==> src/rtl/pcm_pkg.sv <==
package pcm_pkg;
  localparam int PRESC_W = 14;
  localparam int SEL_W   = $clog2(PRESC_W + 2);
  localparam int ADDR_W  = 2;

  localparam logic [ADDR_W-1:0] ADR_CTRL = 2'd0;
  localparam logic [ADDR_W-1:0] ADR_CMPA = 2'd1;
  localparam logic [ADDR_W-1:0] ADR_CMPC = 2'd2;

  typedef enum logic [1:0] {
    ACT_OFF = 2'b00,
    ACT_TGL = 2'b01,
    ACT_CLR = 2'b10,
    ACT_SET = 2'b11
  } act_e;

  typedef struct packed {
    logic             clr_on_c;
    logic             pwm_en;
    act_e             act;
    logic [SEL_W-1:0] sel;
  } ctrl_t;
endpackage

==> src/rtl/pcm_prescaler.sv <==
module pcm_prescaler
  import pcm_pkg::*;
#(
  parameter int PW = PRESC_W
) (
  input  logic             clk,
  input  logic             rst_n,
  input  logic [SEL_W-1:0] sel,
  output logic             tick
);
  localparam int NSEL = PW + 2;

  logic [PW-1:0]   pcnt_q, pcnt_d;
  logic [NSEL-1:0] tick_vec;

  always_comb begin
    pcnt_d = pcnt_q + {{(PW-1){1'b0}}, 1'b1};
  end

  always_ff @(posedge clk or negedge rst_n) begin
    if (!rst_n) pcnt_q <= '0;
    else        pcnt_q <= pcnt_d;
  end

  assign tick_vec[0] = 1'b0;
  assign tick_vec[1] = 1'b1;

  generate
    for (genvar k = 2; k < NSEL; k++) begin : g_div
      assign tick_vec[k] = &pcnt_q[k-2:0];
    end
  endgenerate

  assign tick = tick_vec[sel];
endmodule

==> src/rtl/pcm_count.sv <==
module pcm_count #(
  parameter int CW = 8
) (
  input  logic          clk,
  input  logic          rst_n,
  input  logic          tick,
  input  logic          restart_en,
  input  logic [CW-1:0] cmp_c,
  output logic [CW-1:0] count,
  output logic          restart_hit
);
  logic [CW-1:0] count_q, count_d;

  always_comb begin
    restart_hit = restart_en && (count_q == cmp_c);
    count_d     = count_q;
    if (tick) begin
      if (restart_hit) count_d = '0;
      else             count_d = count_q + {{(CW-1){1'b0}}, 1'b1};
    end
  end

  always_ff @(posedge clk or negedge rst_n) begin
    if (!rst_n) count_q <= '0;
    else        count_q <= count_d;
  end

  assign count = count_q;
endmodule

==> src/rtl/pcm_outcmp.sv <==
module pcm_outcmp
  import pcm_pkg::*;
#(
  parameter int CW = 8
) (
  input  logic          clk,
  input  logic          rst_n,
  input  logic          tick,
  input  logic          pwm_en,
  input  act_e          act,
  input  logic [CW-1:0] count,
  input  logic [CW-1:0] cmp_a,
  input  logic          restart_hit,
  output logic          pin_q
);
  logic pin_r, pin_d, match_a;

  always_comb begin
    match_a = (count == cmp_a);
    pin_d   = pin_r;
    if (tick) begin
      if (pwm_en) begin
        if (restart_hit)  pin_d = 1'b1;
        else if (match_a) pin_d = 1'b0;
      end else if (match_a) begin
        unique case (act)
          ACT_OFF: pin_d = pin_r;
          ACT_TGL: pin_d = ~pin_r;
          ACT_CLR: pin_d = 1'b0;
          ACT_SET: pin_d = 1'b1;
        endcase
      end
    end
  end

  always_ff @(posedge clk or negedge rst_n) begin
    if (!rst_n) pin_r <= 1'b0;
    else        pin_r <= pin_d;
  end

  assign pin_q = pin_r;
endmodule

==> src/rtl/pcm_timer.sv <==
module pcm_timer
  import pcm_pkg::*;
#(
  parameter int CNT_W = 8
) (
  input  logic              clk,
  input  logic              rst_n,
  input  logic              wr_en,
  input  logic [ADDR_W-1:0] wr_addr,
  input  logic [CNT_W-1:0]  wr_data,
  input  logic              pin_dir,
  output logic [CNT_W-1:0]  count_o,
  output logic              pin_o,
  output logic              pin_oe
);
  ctrl_t            ctrl_q, ctrl_d;
  logic [CNT_W-1:0] cmpa_q, cmpa_d, cmpc_q, cmpc_d;
  logic             tick, restart_hit, pin_q;

  always_comb begin
    ctrl_d = ctrl_q;
    cmpa_d = cmpa_q;
    cmpc_d = cmpc_q;
    if (wr_en) begin
      unique case (wr_addr)
        ADR_CTRL: ctrl_d = ctrl_t'(wr_data[7:0]);
        ADR_CMPA: cmpa_d = wr_data;
        ADR_CMPC: cmpc_d = wr_data;
        default:  ;
      endcase
    end
  end

  always_ff @(posedge clk or negedge rst_n) begin
    if (!rst_n) begin
      ctrl_q <= '0;
      cmpa_q <= '0;
      cmpc_q <= '0;
    end else begin
      ctrl_q <= ctrl_d;
      cmpa_q <= cmpa_d;
      cmpc_q <= cmpc_d;
    end
  end

  pcm_prescaler #(.PW(PRESC_W)) u_presc (
    .clk  (clk),
    .rst_n(rst_n),
    .sel  (ctrl_q.sel),
    .tick (tick)
  );

  pcm_count #(.CW(CNT_W)) u_count (
    .clk        (clk),
    .rst_n      (rst_n),
    .tick       (tick),
    .restart_en (ctrl_q.clr_on_c | ctrl_q.pwm_en),
    .cmp_c      (cmpc_q),
    .count      (count_o),
    .restart_hit(restart_hit)
  );

  pcm_outcmp #(.CW(CNT_W)) u_out (
    .clk        (clk),
    .rst_n      (rst_n),
    .tick       (tick),
    .pwm_en     (ctrl_q.pwm_en),
    .act        (ctrl_q.act),
    .count      (count_o),
    .cmp_a      (cmpa_q),
    .restart_hit(restart_hit),
    .pin_q      (pin_q)
  );

  assign pin_oe = pin_dir & (ctrl_q.pwm_en | (ctrl_q.act != ACT_OFF));
  assign pin_o  = pin_oe & pin_q;
endmodule

==> config.mk <==
export PLATFORM = sky130hd
export DESIGN_NAME = pcm_timer
export DESIGN_NICKNAME = d
export VERILOG_FILES = /design/src/rtl/pcm_pkg.sv /design/src/rtl/pcm_prescaler.sv /design/src/rtl/pcm_count.sv /design/src/rtl/pcm_outcmp.sv /design/src/rtl/pcm_timer.sv
export SDC_FILE = /design/constraint.sdc
export NUM_CORES = 1
export LEC_CHECK = 0
export BUFFER_PORTS_ARGS = -buffer_cell sky130_fd_sc_hd__buf_2
export CORE_ASPECT_RATIO = 1.25
export CORE_MARGIN = 4
export CORE_UTILIZATION = 50
export DETAILED_ROUTE_END_ITERATION = 10
export MAX_ROUTING_LAYER = met4
export PLACE_DENSITY_LB_ADDON = 0.15
export REMOVE_ABC_BUFFERS = 1
export SLEW_MARGIN = 25
export SYNTH_ARGS = -nofsm -noshare
export SYNTH_HDL_FRONTEND = slang
export SYNTH_SLANG_ARGS = --single-unit
==> constraint.sdc <==
create_clock -name clk -period 3.9 [get_ports clk]
set_input_delay 0.78 -clock clk [delete_from_list [all_inputs] [get_ports clk]]
set_output_delay 0.78 -clock clk [all_outputs]
set_load 0.03 [all_outputs]
; ---- After elaboration in Yosys (flattened, before gate mapping)
; Cells that the tools add are included.
[word_totals]
out_inout_bits = 10
ff_bits = 47
[op_classes]
order_cmp = 1
eq_ne = 8
n_reduce_logical = 23
add_sub_neg = 2
mux = 8
n_bitwise = 5
[ops]
columns = cell, n
row1 = equality test 8 bit, 2
row2 = adder 14 x 1 -> 14 bit (second input constant), 1
row3 = AND reduction 14 bit, 1
row4 = AND reduction 13 bit, 1
row5 = AND reduction 12 bit, 1
row6 = AND reduction 11 bit, 1
row7 = AND reduction 10 bit, 1
row8 = AND reduction 9 bit, 1
row9 = adder 8 x 1 -> 8 bit (second input constant), 1
row10 = 2-to-1 mux 8 bit, 1
row11 = AND reduction 2 bit, 4
row12 = AND reduction 4 bit, 2
row13 = AND reduction 8 bit, 1
row14 = AND reduction 7 bit, 1
row15 = equality test 2 bit (second input constant), 3
row16 = AND reduction 6 bit, 1
row17 = nonzero test 2 bit, 3
row18 = < comparator 4 x 5 -> 1 bit (second input constant), 1
row19 = 2-to-1 mux 1 bit, 5
row20 = AND reduction 5 bit, 1
row21 = binary-select mux 1 bit (select 4 bit), 1
row22 = equality test 2 x 1 -> 1 bit (second input constant), 2
row23 = logical NOT 2 bit, 2
row24 = one-hot mux 1 bit (3 select lines), 1
row25 = 6 further kinds, 8

; ---- Logic depth before layout (Yosys ltp)
[depth]
word_depth = 4
mapped_depth = 12

; ---- Cells and area by module
; From an unflattened synthesis, not the netlist that was laid out.
[unflattened]
cells_unflattened = 197
area_unflattened_um2 = 2374.8
[modules_own_cells]
columns = mod, cells_each, area_per_inst_um2, instances, seq_area_each_um2
row1 = pcm_timer, 54, 937.1, 1, 600.6
row2 = pcm_prescaler, 71, 744.5, 1, 350.3
row3 = pcm_count, 53, 536.8, 1, 200.2
row4 = pcm_outcmp, 19, 156.4, 1, 25.0

; ---- Least setup slack after synthesis
; No wires, ideal clock.
[synth_timing]
path_type = input to output
start = input port pin_dir
end = output port pin_o
cell_stages = 2
slack_ns = 1.473
t_required_ns = 3.120
arrival_ns = 1.647
cell_sequence = nor2b_1 -> and2_1
[synth_via]
elab_chain_len = 2
[synth_lines]
columns = item, line
row1 = from (decl), pcm_timer.sv:11  ; input logic pin_dir,
row2 = AND 1 bit, pcm_timer.sv:75  ; assign pin_oe = pin_dir & (ctrl_q.pwm_en | (ctrl_q.act != ACT_OFF));
row3 = AND 1 bit, pcm_timer.sv:76  ; assign pin_o = pin_oe & pin_q;
row4 = to (decl), pcm_timer.sv:13  ; output logic pin_o,
; Every way passes these cells.

; ---- Worst setup path in the final report
[layout_timing]
start = register u_presc.pcnt_q[0]
end = register u_count.count_q[3], in the netlist u_count.count[3]
[layout_via]
elab_chain_len = 3
word_cells_on_any_way = 15
[layout_lines]
columns = item, line
row1 = from (decl), pcm_prescaler.sv:13  ; logic [PW-1:0] pcnt_q, pcnt_d;
row2 = from (signal assigned), pcm_prescaler.sv:22  ; else pcnt_q <= pcnt_d;
row3 = AND reduction 14 bit (tied with other cells), pcm_prescaler.sv:30  ; assign tick_vec[k] = &pcnt_q[k-2:0];
row4 = binary-select mux 1 bit (select 4 bit) *, pcm_prescaler.sv:34  ; assign tick = tick_vec[sel];
row5 = 2-to-1 mux 1 bit (implied by the code) *, pcm_prescaler.sv:34
row6 = to (signal assigned), pcm_count.sv:25  ; else count_q <= count_d;
row7 = to (decl), pcm_count.sv:12  ; logic [CW-1:0] count_q, count_d;
; Mark *: on every way between the ends. The rest lies on a longest branch, timed or not. The select of a mux whose other input is x is not followed.
; A chain may end at the register's enable or synchronous reset.

==> flow_metrics.py <==
metrics = {
    "status": {
        "status": "completed",
    },
    "die": {
        "fp-row-count": 27,
        "die_x_um": 69.3,
        "fp.dieH_um": 84.7,
        "die-area_um2": 5870,
        "core_um2": 4490,
        "start_util_pct": 52.3,
        "io_pins": 24,
    },
    "place": {
        "portBuffers": 23,
        "place_area_um2": 2510,
        "place.gp.congestion": 0.769,
        "dp_hpwl_um": 3320,
    },
    "cts": {
        "htreeDepth": 2,
        "clock-root-buffer": "clkbuf_8",
        "cts_tree": "built",
        "cts_buffer_depth": 2,
        "clock_sinks": 47,
        "clk_pin_slew_ns": 0.09,
        "cts_hold_buf": 0,
        "clock_latency_ns": 0.30,
        "post_cts_buffers": 0,
        "numCtsBuffers": 5,
        "cts.repair.resized": 0,
    },
    "finish": {
        "design_area_um2": 2650,
        "nets": 251,
        "num_antenna_cells": 0,
        "layout-drive-gt1-share_pct": 25.3,
        "area_growth_pct": 12.7,
    },
    "detailed_routing": {
        "drc": 0,
        "ant_nets": 0,
        "vias": 1590,
        "via_per_inst": 5.46,
        "wire_per_inst_um": 15.5,
        "drt_iter0_drc": 70,
        "drt-total-wl_um": 4510,
        "drt_first_pass_iters": 4,
    },
    "yosys": {
        "yosysSeqAreaShare_pct": 50.0,
        "synth_area_um2": 2350,
        "synth_xor_area_share_pct": 9.31,
        "muxShareOfSynthArea_pct": 10.5,
        "synth_async_sr_flop_share_pct": 100,
        "ys_types": 45,
        "synth_compound_area_share_pct": 10.4,
        "synthAdderAreaFrac_pct": 2.66,
        "synth_warnings": 0,
        "synth_top_family_by_area": "simple AND/OR/NAND/NOR gates",
        "ys.flop_type": "dfrtp_1",
        "postSynthAreaPerCell_um2": 11.3,
        "synth_edf_count": 0,
        "ys_seq_elements": 47,
        "synth_simple_gate_area_share_pct": 14.8,
        "synth_cells": 208,
    },
    "timing": {
        "setup_tns_ns": 0,
        "drv_slew": 0,
        "min_period_ns": 2.45,
        "slew_headroom_pct": 53.4,
        "tightest_slew_ns": 0.697,
        "fin_crit_sh_pct": 62.8,
        "fmax_mhz": 408,
        "hold_viol": 0,
        "rsz0062_at_grt": "false",
        "setup_viol": 0,
        "clock_skew_ns": 0.0117,
    },
    "hold_path": {
        "hold_path.class": "in -> async",
    },
    "power_and_ir_drop": {
        "power_mw": 1.45,
        "leakage_nw": 1.12,
        "p_per_area_nw_per_um2": 546,
        "vdd_drop_max_mv": 0.284,
    },
    "global_routing": {
        "grt.total_usage_pct": 17.3,
        "grt_max_degree": 48,
        "overflow": 0,
        "antenna_found_initial": 0,
        "grt_pass1_wl_um": 7870,
        "grt_pass1_vias": 1628,
    },
    "setup_path": {
        "startpoint_type": "flip-flop",
        "path_buf_inv": 1,
        "rrSetupSlack_ns": 1.45,
        "critical_path.most_common_cell": "ha_1",
        "required_ns": 4.08,
        "critPathSlowestCell": "dfrtp_1",
        "crit_family": "compound AO/OA/AOI/OAI gates",
        "path_cells": "ha_1 > nand3_1 > clkinv_1 > ha_1 > a211o_1 > a311o_1 > o21ai_2 > or2_1 > o31ai_1",
        "criticalPathCategory": "reg -> reg",
        "cp-end-kind": "flip-flop",
        "cp_slowest_stage_delay_ns": 0.43,
        "rr_worst_depth": 9,
        "reg2reg_to": "u_count.count[3]$_DFFE_PN0N_",
        "rr_startpoint": "u_presc.pcnt_q[0]$_DFF_PN0_",
        "critical_path_peak_fanout": 13,
        "worstPathArrival_ns": 2.63,
    },
    "run": {
        "cap_viol_max_count": 0,
    },
}
cell usage in the layout, fill, tap and decap left out, types with 2 or more instances in the layout:
cell and count:
a21boi_0 2, mux2_2 22, o21ai_0 8, nand3_1 10, xnor2_1 24, o31ai_1 4, ha_1 5, inv_1 6
nor3_1 2, clkbuf_8 5, dfrtp_1 47, nand2b_1 5, a21oi_1 2, bufinv_16 2, nand4_1 6, nor2b_1 3
nand3b_1 2, nand2_1 11, o21ai_1 4, and3_1 3, buf_2 22, nor2_1 12
area by class of cell:
type / instances / area, um^2
Tap cell: 58 / 72.6
Inverter: 7 / 26.3
Timing Repair Buffer: 23 / 118
Multi-Input combinational cell: 148 / 1120
Clock inverter: 2 / 60.1
Sequential cell: 47 / 1180
Fill cell: 375 / 1840
Clock buffer: 6 / 72.6
where the power goes:
group | internal (mW) | switching, mW
clock | 0.256 | 0.160
combinational | 0.165 | 0.189
sequential | 0.560 | 0.115
total | 0.982 | 0.464
cell usage after synthesis (2+ instances only):
cell type / count / area (um^2)
dfrtp_1: 47 / 1180
xnor2_1: 24 / 210
mux2_2: 22 / 248
nor2_1: 12 / 45.0
nand2_1: 11 / 41.3
nand3_1: 10 / 50.1
o21ai_0: 8 / 40.0
inv_1: 6 / 22.5
nand4_1: 6 / 37.5
ha_1: 5 / 62.6
nand2b_1: 5 / 31.3
clkbuf_1: 4 / 15.0
o21ai_1: 4 / 20.0
o31ai_1: 4 / 30.0
and3_1: 3 / 18.8
nor2b_1: 3 / 18.8
a21boi_0: 2 / 15.0
a21oi_1: 2 / 10.0
buf_2: 2 / 10.0
nand3b_1: 2 / 15.0
nor3_1: 2 / 10.0
worst max path at each step:
stage,to,start,cells past startpoint
floorplan,pin_o,pin_dir,2
global placement,u_count.count[2]$_DFFE_PN0N_,u_presc.pcnt_q[0]$_DFF_PN0_,9
detailed placement,u_count.count[3]$_DFFE_PN0N_,u_presc.pcnt_q[0]$_DFF_PN0_,9
CTS,u_count.count[3]$_DFFE_PN0N_,u_presc.pcnt_q[0]$_DFF_PN0_,9
global route,u_count.count[6]$_DFFE_PN0N_,u_presc.pcnt_q[0]$_DFF_PN0_,11
finish,u_count.count[3]$_DFFE_PN0N_,u_presc.pcnt_q[0]$_DFF_PN0_,9
per-layer routing:
metal | global-route usage, % | wire (um) | vias to the layer above | share of wire (%)
li1 | - | - | 787 | -
met1 | 19.5 | 1900 | 774 | 42
met2 | 30.1 | 2410 | 23 | 54
met3 | 3.71 | 133 | 6 | 3.0
met4 | 5.86 | 56 | 0 | 1.2
met5 | - | 0 | - | 0
cells by family after synthesis:
| kind of cell | count (synthesis) |
|---|---|
| buffers and inverters | 13 |
| AOI/OAI and AO/OA | 33 |
| muxes | 22 |
| adders and majority gates | 5 |
| xor gates and xnor gates | 25 |
| and+or+nand+nor | 63 |
| DFF | 47 |
through the flow:
step                hold WS, ns  setup slack (ns)  std cells  utilization (%)
finish                    0.462              1.45        291             59.0
floorplan                 0.437              1.47        202                -
detailed placement        0.458              1.46        283             55.9
CTS                       0.470              1.44        291             58.9
global placement          0.457              1.55        283             55.9
global route              0.496              1.24        291             59.0
registers in the layout, indices dropped and copies added (netlist names):
name / count
cmpa_q: 8
u_presc.pcnt_q: 14
cmpc_q: 8
u_out.pin_q: 1
u_count.count: 8
ctrl_q: 8
Note: power is estimated with default switching activity, not from simulation.
